`config.mk`:
```
export PLATFORM = sky130hd
export DESIGN_NAME = page_write_buffer
export DESIGN_NICKNAME = d
export VERILOG_FILES = /design/src/rtl/pwb_pkg.sv /design/src/rtl/pwb_ctrl.sv /design/src/rtl/pwb_datapath.sv /design/src/rtl/page_write_buffer.sv
export SDC_FILE = /design/constraint.sdc
export NUM_CORES = 1
export LEC_CHECK = 0
export ABC_AREA = 1
export BUFFER_PORTS_ARGS = -buffer_cell sky130_fd_sc_hd__buf_2
export CORE_ASPECT_RATIO = 0.9
export CORE_MARGIN = 10
export CORE_UTILIZATION = 50
export CTS_CLUSTER_SIZE = 40
export DETAILED_ROUTE_END_ITERATION = 16
export PLACE_DENSITY = 0.67
export SKIP_LAST_GASP = 1
export SYNTH_ARGS = -nofsm -noshare
export SYNTH_HDL_FRONTEND = slang
export SYNTH_SLANG_ARGS = --single-unit
```
`constraint.sdc`:
```
create_clock -name clk -period 2 [get_ports clk]
set_input_delay 0.3 -clock clk [delete_from_list [all_inputs] [get_ports clk]]
set_output_delay 0.3 -clock clk [all_outputs]
set_load 0.005 [all_outputs]
```
`src/rtl/pwb_pkg.sv`:
```
package pwb_pkg;

  // Strobes from the control FSM to the datapath
  typedef struct packed {
    logic openPage;   // capture page base and offset, drop loaded bytes
    logic loadByte;   // store byte at current offset, advance offset
    logic scanEn;     // scan slot active, offset given by scanIdx
    logic clearMask;  // last busy cycle: forget loaded offsets
  } pwbStrobes_t;

endpackage

```
`src/rtl/pwb_ctrl.sv`:
```
module pwb_ctrl
  import pwb_pkg::*;
#(
  parameter int PAGE_W       = 4,
  parameter int WRITE_CYCLES = 125000
) (
  input  logic              clk,
  input  logic              rstN,
  input  logic              pageStart,
  input  logic              byteValid,
  input  logic              commit,
  input  logic              anyLoaded,
  output pwbStrobes_t       strobes,
  output logic [PAGE_W-1:0] scanIdx,
  output logic              busy
);

  localparam int PAGE_BYTES = 1 << PAGE_W;
  localparam int CNT_W      = $clog2(WRITE_CYCLES + 1);

  typedef enum logic {ST_IDLE, ST_WRITE} pwbState_e;

  pwbState_e  state;
  logic [CNT_W-1:0] cycleCnt;
  logic       lastCycle;
  logic       startWrite;

  assign lastCycle  = (state == ST_WRITE) && (cycleCnt == CNT_W'(WRITE_CYCLES - 1));
  assign startWrite = (state == ST_IDLE) && commit && anyLoaded;
  assign busy       = (state == ST_WRITE);
  assign scanIdx    = cycleCnt[PAGE_W-1:0];

  always_comb begin
    strobes           = '0;
    strobes.openPage  = (state == ST_IDLE) && pageStart && !commit;
    strobes.loadByte  = (state == ST_IDLE) && byteValid && !pageStart && !commit;
    strobes.scanEn    = (state == ST_WRITE) && (cycleCnt < CNT_W'(PAGE_BYTES));
    strobes.clearMask = lastCycle;
  end

  always_ff @(posedge clk or negedge rstN) begin
    if (!rstN) begin
      state    <= ST_IDLE;
      cycleCnt <= '0;
    end else begin
      unique case (state)
        ST_IDLE: begin
          cycleCnt <= '0;
          if (startWrite) state <= ST_WRITE;
        end
        ST_WRITE: begin
          if (lastCycle) begin
            state    <= ST_IDLE;
            cycleCnt <= '0;
          end else begin
            cycleCnt <= cycleCnt + 1'b1;
          end
        end
        default: state <= ST_IDLE;
      endcase
    end
  end

  // a write cycle starts only from a commit with bytes pending
  p_busy_needs_bytes_r9: assert property (@(posedge clk) disable iff (!rstN)
    $rose(busy) |-> $past(commit && anyLoaded));

  // no buffer activity is requested during the write cycle
  p_quiet_when_busy_r10: assert property (@(posedge clk) disable iff (!rstN)
    busy |-> !(strobes.openPage || strobes.loadByte));

  // busy falls only after the full window
  p_full_window_r7: assert property (@(posedge clk) disable iff (!rstN)
    $fell(busy) |-> ($past(cycleCnt) == CNT_W'(WRITE_CYCLES - 1)));

endmodule

```
`src/rtl/pwb_datapath.sv`:
```
module pwb_datapath
  import pwb_pkg::*;
#(
  parameter int ADDR_W = 8,
  parameter int DATA_W = 8,
  parameter int PAGE_W = 4
) (
  input  logic              clk,
  input  logic              rstN,
  input  pwbStrobes_t       strobes,
  input  logic [PAGE_W-1:0] scanIdx,
  input  logic [ADDR_W-1:0] wordAddr,
  input  logic [DATA_W-1:0] byteData,
  input  logic              wpLevel,
  output logic              anyLoaded,
  output logic              memWe,
  output logic [ADDR_W-1:0] memAddr,
  output logic [DATA_W-1:0] memWdata
);

  localparam int PAGE_BYTES = 1 << PAGE_W;
  localparam int BASE_W     = ADDR_W - PAGE_W;

  logic [BASE_W-1:0] pageBase;
  logic [PAGE_W-1:0] wrPtr;
  logic [DATA_W-1:0] slotData [PAGE_BYTES];
  logic [PAGE_BYTES-1:0] loaded;
  logic              upperLocked;

  // Page base and in-page pointer; only the low bits advance
  always_ff @(posedge clk or negedge rstN) begin
    if (!rstN) begin
      pageBase <= '0;
      wrPtr    <= '0;
    end else if (strobes.openPage) begin
      pageBase <= wordAddr[ADDR_W-1:PAGE_W];
      wrPtr    <= wordAddr[PAGE_W-1:0];
    end else if (strobes.loadByte) begin
      wrPtr    <= wrPtr + 1'b1;
    end
  end

  // One slot per page offset
  for (genvar g = 0; g < PAGE_BYTES; g++) begin : g_slot
    logic hit;
    assign hit = strobes.loadByte && (wrPtr == PAGE_W'(g));

    always_ff @(posedge clk or negedge rstN) begin
      if (!rstN) begin
        slotData[g] <= '0;
        loaded[g]   <= 1'b0;
      end else begin
        if (hit) slotData[g] <= byteData;
        if (strobes.openPage || strobes.clearMask) loaded[g] <= 1'b0;
        else if (hit)                              loaded[g] <= 1'b1;
      end
    end
  end

  assign anyLoaded   = |loaded;
  assign memAddr     = {pageBase, scanIdx};
  assign memWdata    = slotData[scanIdx];
  assign upperLocked = wpLevel && memAddr[ADDR_W-1];
  assign memWe       = strobes.scanEn && loaded[scanIdx] && !upperLocked;

  // writes appear only inside the scan slots of a write cycle
  p_write_in_scan_r5: assert property (@(posedge clk) disable iff (!rstN)
    memWe |-> strobes.scanEn);

  // protected upper half is never written
  p_upper_locked_r6: assert property (@(posedge clk) disable iff (!rstN)
    (memWe && wpLevel) |-> !memAddr[ADDR_W-1]);

  // loaded set is empty after the write cycle ends
  p_mask_clears_r8: assert property (@(posedge clk) disable iff (!rstN)
    strobes.clearMask |=> !anyLoaded);

  // opening a page drops pending bytes
  p_open_drops_r11: assert property (@(posedge clk) disable iff (!rstN)
    strobes.openPage |=> !anyLoaded);

endmodule

```
`src/rtl/page_write_buffer.sv`:
```
module page_write_buffer
  import pwb_pkg::*;
#(
  parameter int ADDR_W       = 8,
  parameter int DATA_W       = 8,
  parameter int PAGE_W       = 4,
  parameter int WRITE_CYCLES = 125000
) (
  input  logic              clk,
  input  logic              rstN,
  input  logic              pageStart,
  input  logic [ADDR_W-1:0] wordAddr,
  input  logic              byteValid,
  input  logic [DATA_W-1:0] byteData,
  input  logic              commit,
  input  logic              wpLevel,
  output logic              busy,
  output logic              memWe,
  output logic [ADDR_W-1:0] memAddr,
  output logic [DATA_W-1:0] memWdata
);

  pwbStrobes_t       strobes;
  logic [PAGE_W-1:0] scanIdx;
  logic              anyLoaded;

  pwb_ctrl #(
    .PAGE_W      (PAGE_W),
    .WRITE_CYCLES(WRITE_CYCLES)
  ) i_ctrl (
    .clk      (clk),
    .rstN     (rstN),
    .pageStart(pageStart),
    .byteValid(byteValid),
    .commit   (commit),
    .anyLoaded(anyLoaded),
    .strobes  (strobes),
    .scanIdx  (scanIdx),
    .busy     (busy)
  );

  pwb_datapath #(
    .ADDR_W(ADDR_W),
    .DATA_W(DATA_W),
    .PAGE_W(PAGE_W)
  ) i_datapath (
    .clk      (clk),
    .rstN     (rstN),
    .strobes  (strobes),
    .scanIdx  (scanIdx),
    .wordAddr (wordAddr),
    .byteData (byteData),
    .wpLevel  (wpLevel),
    .anyLoaded(anyLoaded),
    .memWe    (memWe),
    .memAddr  (memAddr),
    .memWdata (memWdata)
  );

endmodule

```
==> impl_metrics.ini <==
[placement]
place_inst = 1284
postPlaceCellArea_um2 = 8820
place_worst_setup_slack_ps = 253
hpwl_mm = 14.9
gp_congestion = 0.910
port_buffers = 39

[final_layout]
diodes = 0
layout.cells.most_common = nand2_1
area_growth_syn_to_layout_pct = 15.0
final_area_um2 = 9520
final_cell_mix = nand2_1, nor2_1, o21ai_0
fin_cells = 1321
finish.utilization = 0.588
final_layout_size_suffix_gt1_frac = 0.117
num-nets-final = 1128

[synthesis]
synth_nets = 1081
synth_seq_area_share = 0.514
synth_area_um2 = 8270
syn_area_per_cell_um2 = 7.85
synth-seq-cells = 170
syn_inst = 1054
netlist.area_leader.share = 0.514
ys_warn_count = 0
async_flop_share = 1.00
ys.flop_type = dfrtp_1
ys_top_cells_by_area = dfrtp_1, nand2_1, o21ai_0
yosys.area.top_type = dfrtp_1
synthDistinctLibCells = 27
synth_edf_count = 0

[global_route]
grt_pass1_vias = 6905
grtUsageTotal = 0.204
grt_max_degree = 41
antenna_found_initial = 0
grt_first_pass_wirelength_mm = 36.1
grt_overflow_total = 0

[setup_path]
crit_fanout = 22
critPathRequiredTime_ps = 1700
crit_family = flip-flops
crit_slowest_cell = dfrtp_2
critPathCapture = memWdata[0]
arrival_ps = 1910
worst_setup_path_end_kind = output pin
worst-r2r-setup-slack_ps = 40
slowest_delay_ps = 510
reg2reg_depth = 9
path_cells = inv_6 > buf_12 > o21ai_0 > nand3_1 > nand3_1 > nand2_1 > buf_2
worstSetupPathType = reg2out
startpoint_type = register
crit_top_cell = nand3_1
crit_path_start = i_ctrl.cycleCnt[0]
cp.depth = 7
r2r-start = i_ctrl.cycleCnt[0]
critPathBufInv = 3
regToRegEndpoint = i_ctrl.cycleCnt[16]

[timing]
slew_headroom = 0.587
fin_setup_tns_ps = -1380
skew_ps = 7.26
worst_slack_ps = -210
rsz0062_at_grt = true
slew_violations = 0
period_minus_slack_ps = 2210
fmax_ghz = 0.452
setup_viol = 9
fin_crit_sh = 1.11
hold_viol = 0
worst_pin_slew_ps = 619

[power_and_ir_drop]
ir_drop_v = 0.000654
powerDensity_nw_per_um2 = 742
p_leak_nw = 4.70

[drt]
drc_errors = 0
avgViaCountPerCell = 5.41
wl_per_cell_um = 16.8
routed_wl_mm = 22.2
final_antenna_net_count = 0
dr_total_vias = 7153
first_pass_iters = 5
drt-initial-drc-count = 618

[cts]
tritoncts.num_buffers = 17
clk_root_buffer_cell = clkbuf_16
htree_levels = 4
cts_tree = done
clk_latency_ps = 430
clkTransAtPathRegs_ps = 60
clk_path_buf_depth = 2
cts_sinks = 170

[run]
maxCapViolCount = 0

[die]
start_util = 0.511
core_area_um2 = 16200
fp.dieH_um = 142
rows = 44
dieArea_um2 = 22100
io_pins = 40
fp.dieW_um = 156

[worst_hold_path]
hp-class = in2reg

[outcome]
violations = negative setup slack
status = finished, violations left
-- worst min-delay path by stage --
stage	from	endpoint	slack, ps	depth (start not counted)
final	wordAddr[6]	i_datapath.pageBase[2]	60	3
after global routing	wordAddr[6]	i_datapath.pageBase[2]	80	3
after CTS	wordAddr[6]	i_datapath.pageBase[2]	50	3
after detailed placement	rstN	i_ctrl.cycleCnt[7]	260	1
after global placement	rstN	i_ctrl.cycleCnt[7]	250	1
after floorplan	rstN	i_ctrl.busy	4	0
-- timing repair --
| item | 4_1_cts | 5_1_grt |
|---|---|---|
| endpoints found under the setup margin | 9 | 9 |
| cloned | 0 | 1 |
| hold endpoints to repair | 34 | 0 |
| pin swaps | 0 | 2 |
| hold buffers | 1 | 0 |
| setup buffers | 1 | 2 |
| gates resized for setup | 5 | 10 |
-- state kept, by name, indices dropped and copies added (netlist names) --
register	cells
i_ctrl.busy	1
i_ctrl.cycleCnt	17
i_datapath.loaded	16
i_datapath.pageBase	4
i_datapath.slotData	128
i_datapath.wrPtr	4
-- cells in the mapped netlist (2+ instances only) --
cell type and count:
o21ai_1 4, buf_2 14, o22ai_1 2, nand3_1 50
buf_6 14, nor2_1 206, a21oi_1 21, dfrtp_1 170
clkbuf_1 23, nor3_1 4, ha_1 5, xnor2_1 2
buf_4 4, xor2_1 8, clkinv_1 3, o21ai_0 194
nand2_1 260, inv_1 45, nor2_4 4, nand2_4 4
nand4_1 11
-- stage by stage --
step	hold WS (ps)	total power, mW
after CTS	52.5	7.11
after detailed placement	260	3.67
final	60.8	7.06
after floorplan	4.41	3.53
after global placement	255	3.67
after global routing	76.9	7.27
-- kinds of logic (layout without fill, tap and decap cells) --
family / Yosys count / count (layout) / share of synthesized area
AO/OA/AOI/OAI: 221 / 221 / 0.134
XOR/XNOR: 10 / 10 / 0.0106
adder cells (fa/ha/maj): 5 / 5 / 0.00756
buffers and inverters: 107 / 167 / 0.0673
flip-flops: 170 / 170 / 0.514
AND/OR/NAND/NOR: 541 / 541 / 0.266
-- per-layer routing --
layer	global-route usage	routed length, um	vias to the layer above
li1	-	-	3497
met1	0.276	10300	3448
met2	0.327	10300	183
met3	0.0396	1220	25
met4	0.0556	318	0
met5	0	0	-
-- tightest hold or removal path, cell delays in order --
cell	delay, ps
buf_2	70
nand2_1	40
nand2_1	40
-- cell type report --
| cell class | count | area, um^2 |
|---|---|---|
| fillers | 1501 | 6670 |
| well taps | 207 | 259 |
| inverters | 50 | 200 |
| clock inverters | 11 | 143 |
| clock buffers | 21 | 480 |
| multi-input cells | 777 | 3470 |
| repair buffers | 85 | 712 |
| flip-flops and latches | 170 | 4260 |
-- where the power goes --
group / switching, mW / total [mW] / internal [mW]
sequential: 0 / 3.44 / 3.44
combinational: 0.124 / 0.161 / 0.0364
clock: 1.37 / 3.46 / 2.09
No activity file was read; power rests on OpenSTA's default activity.
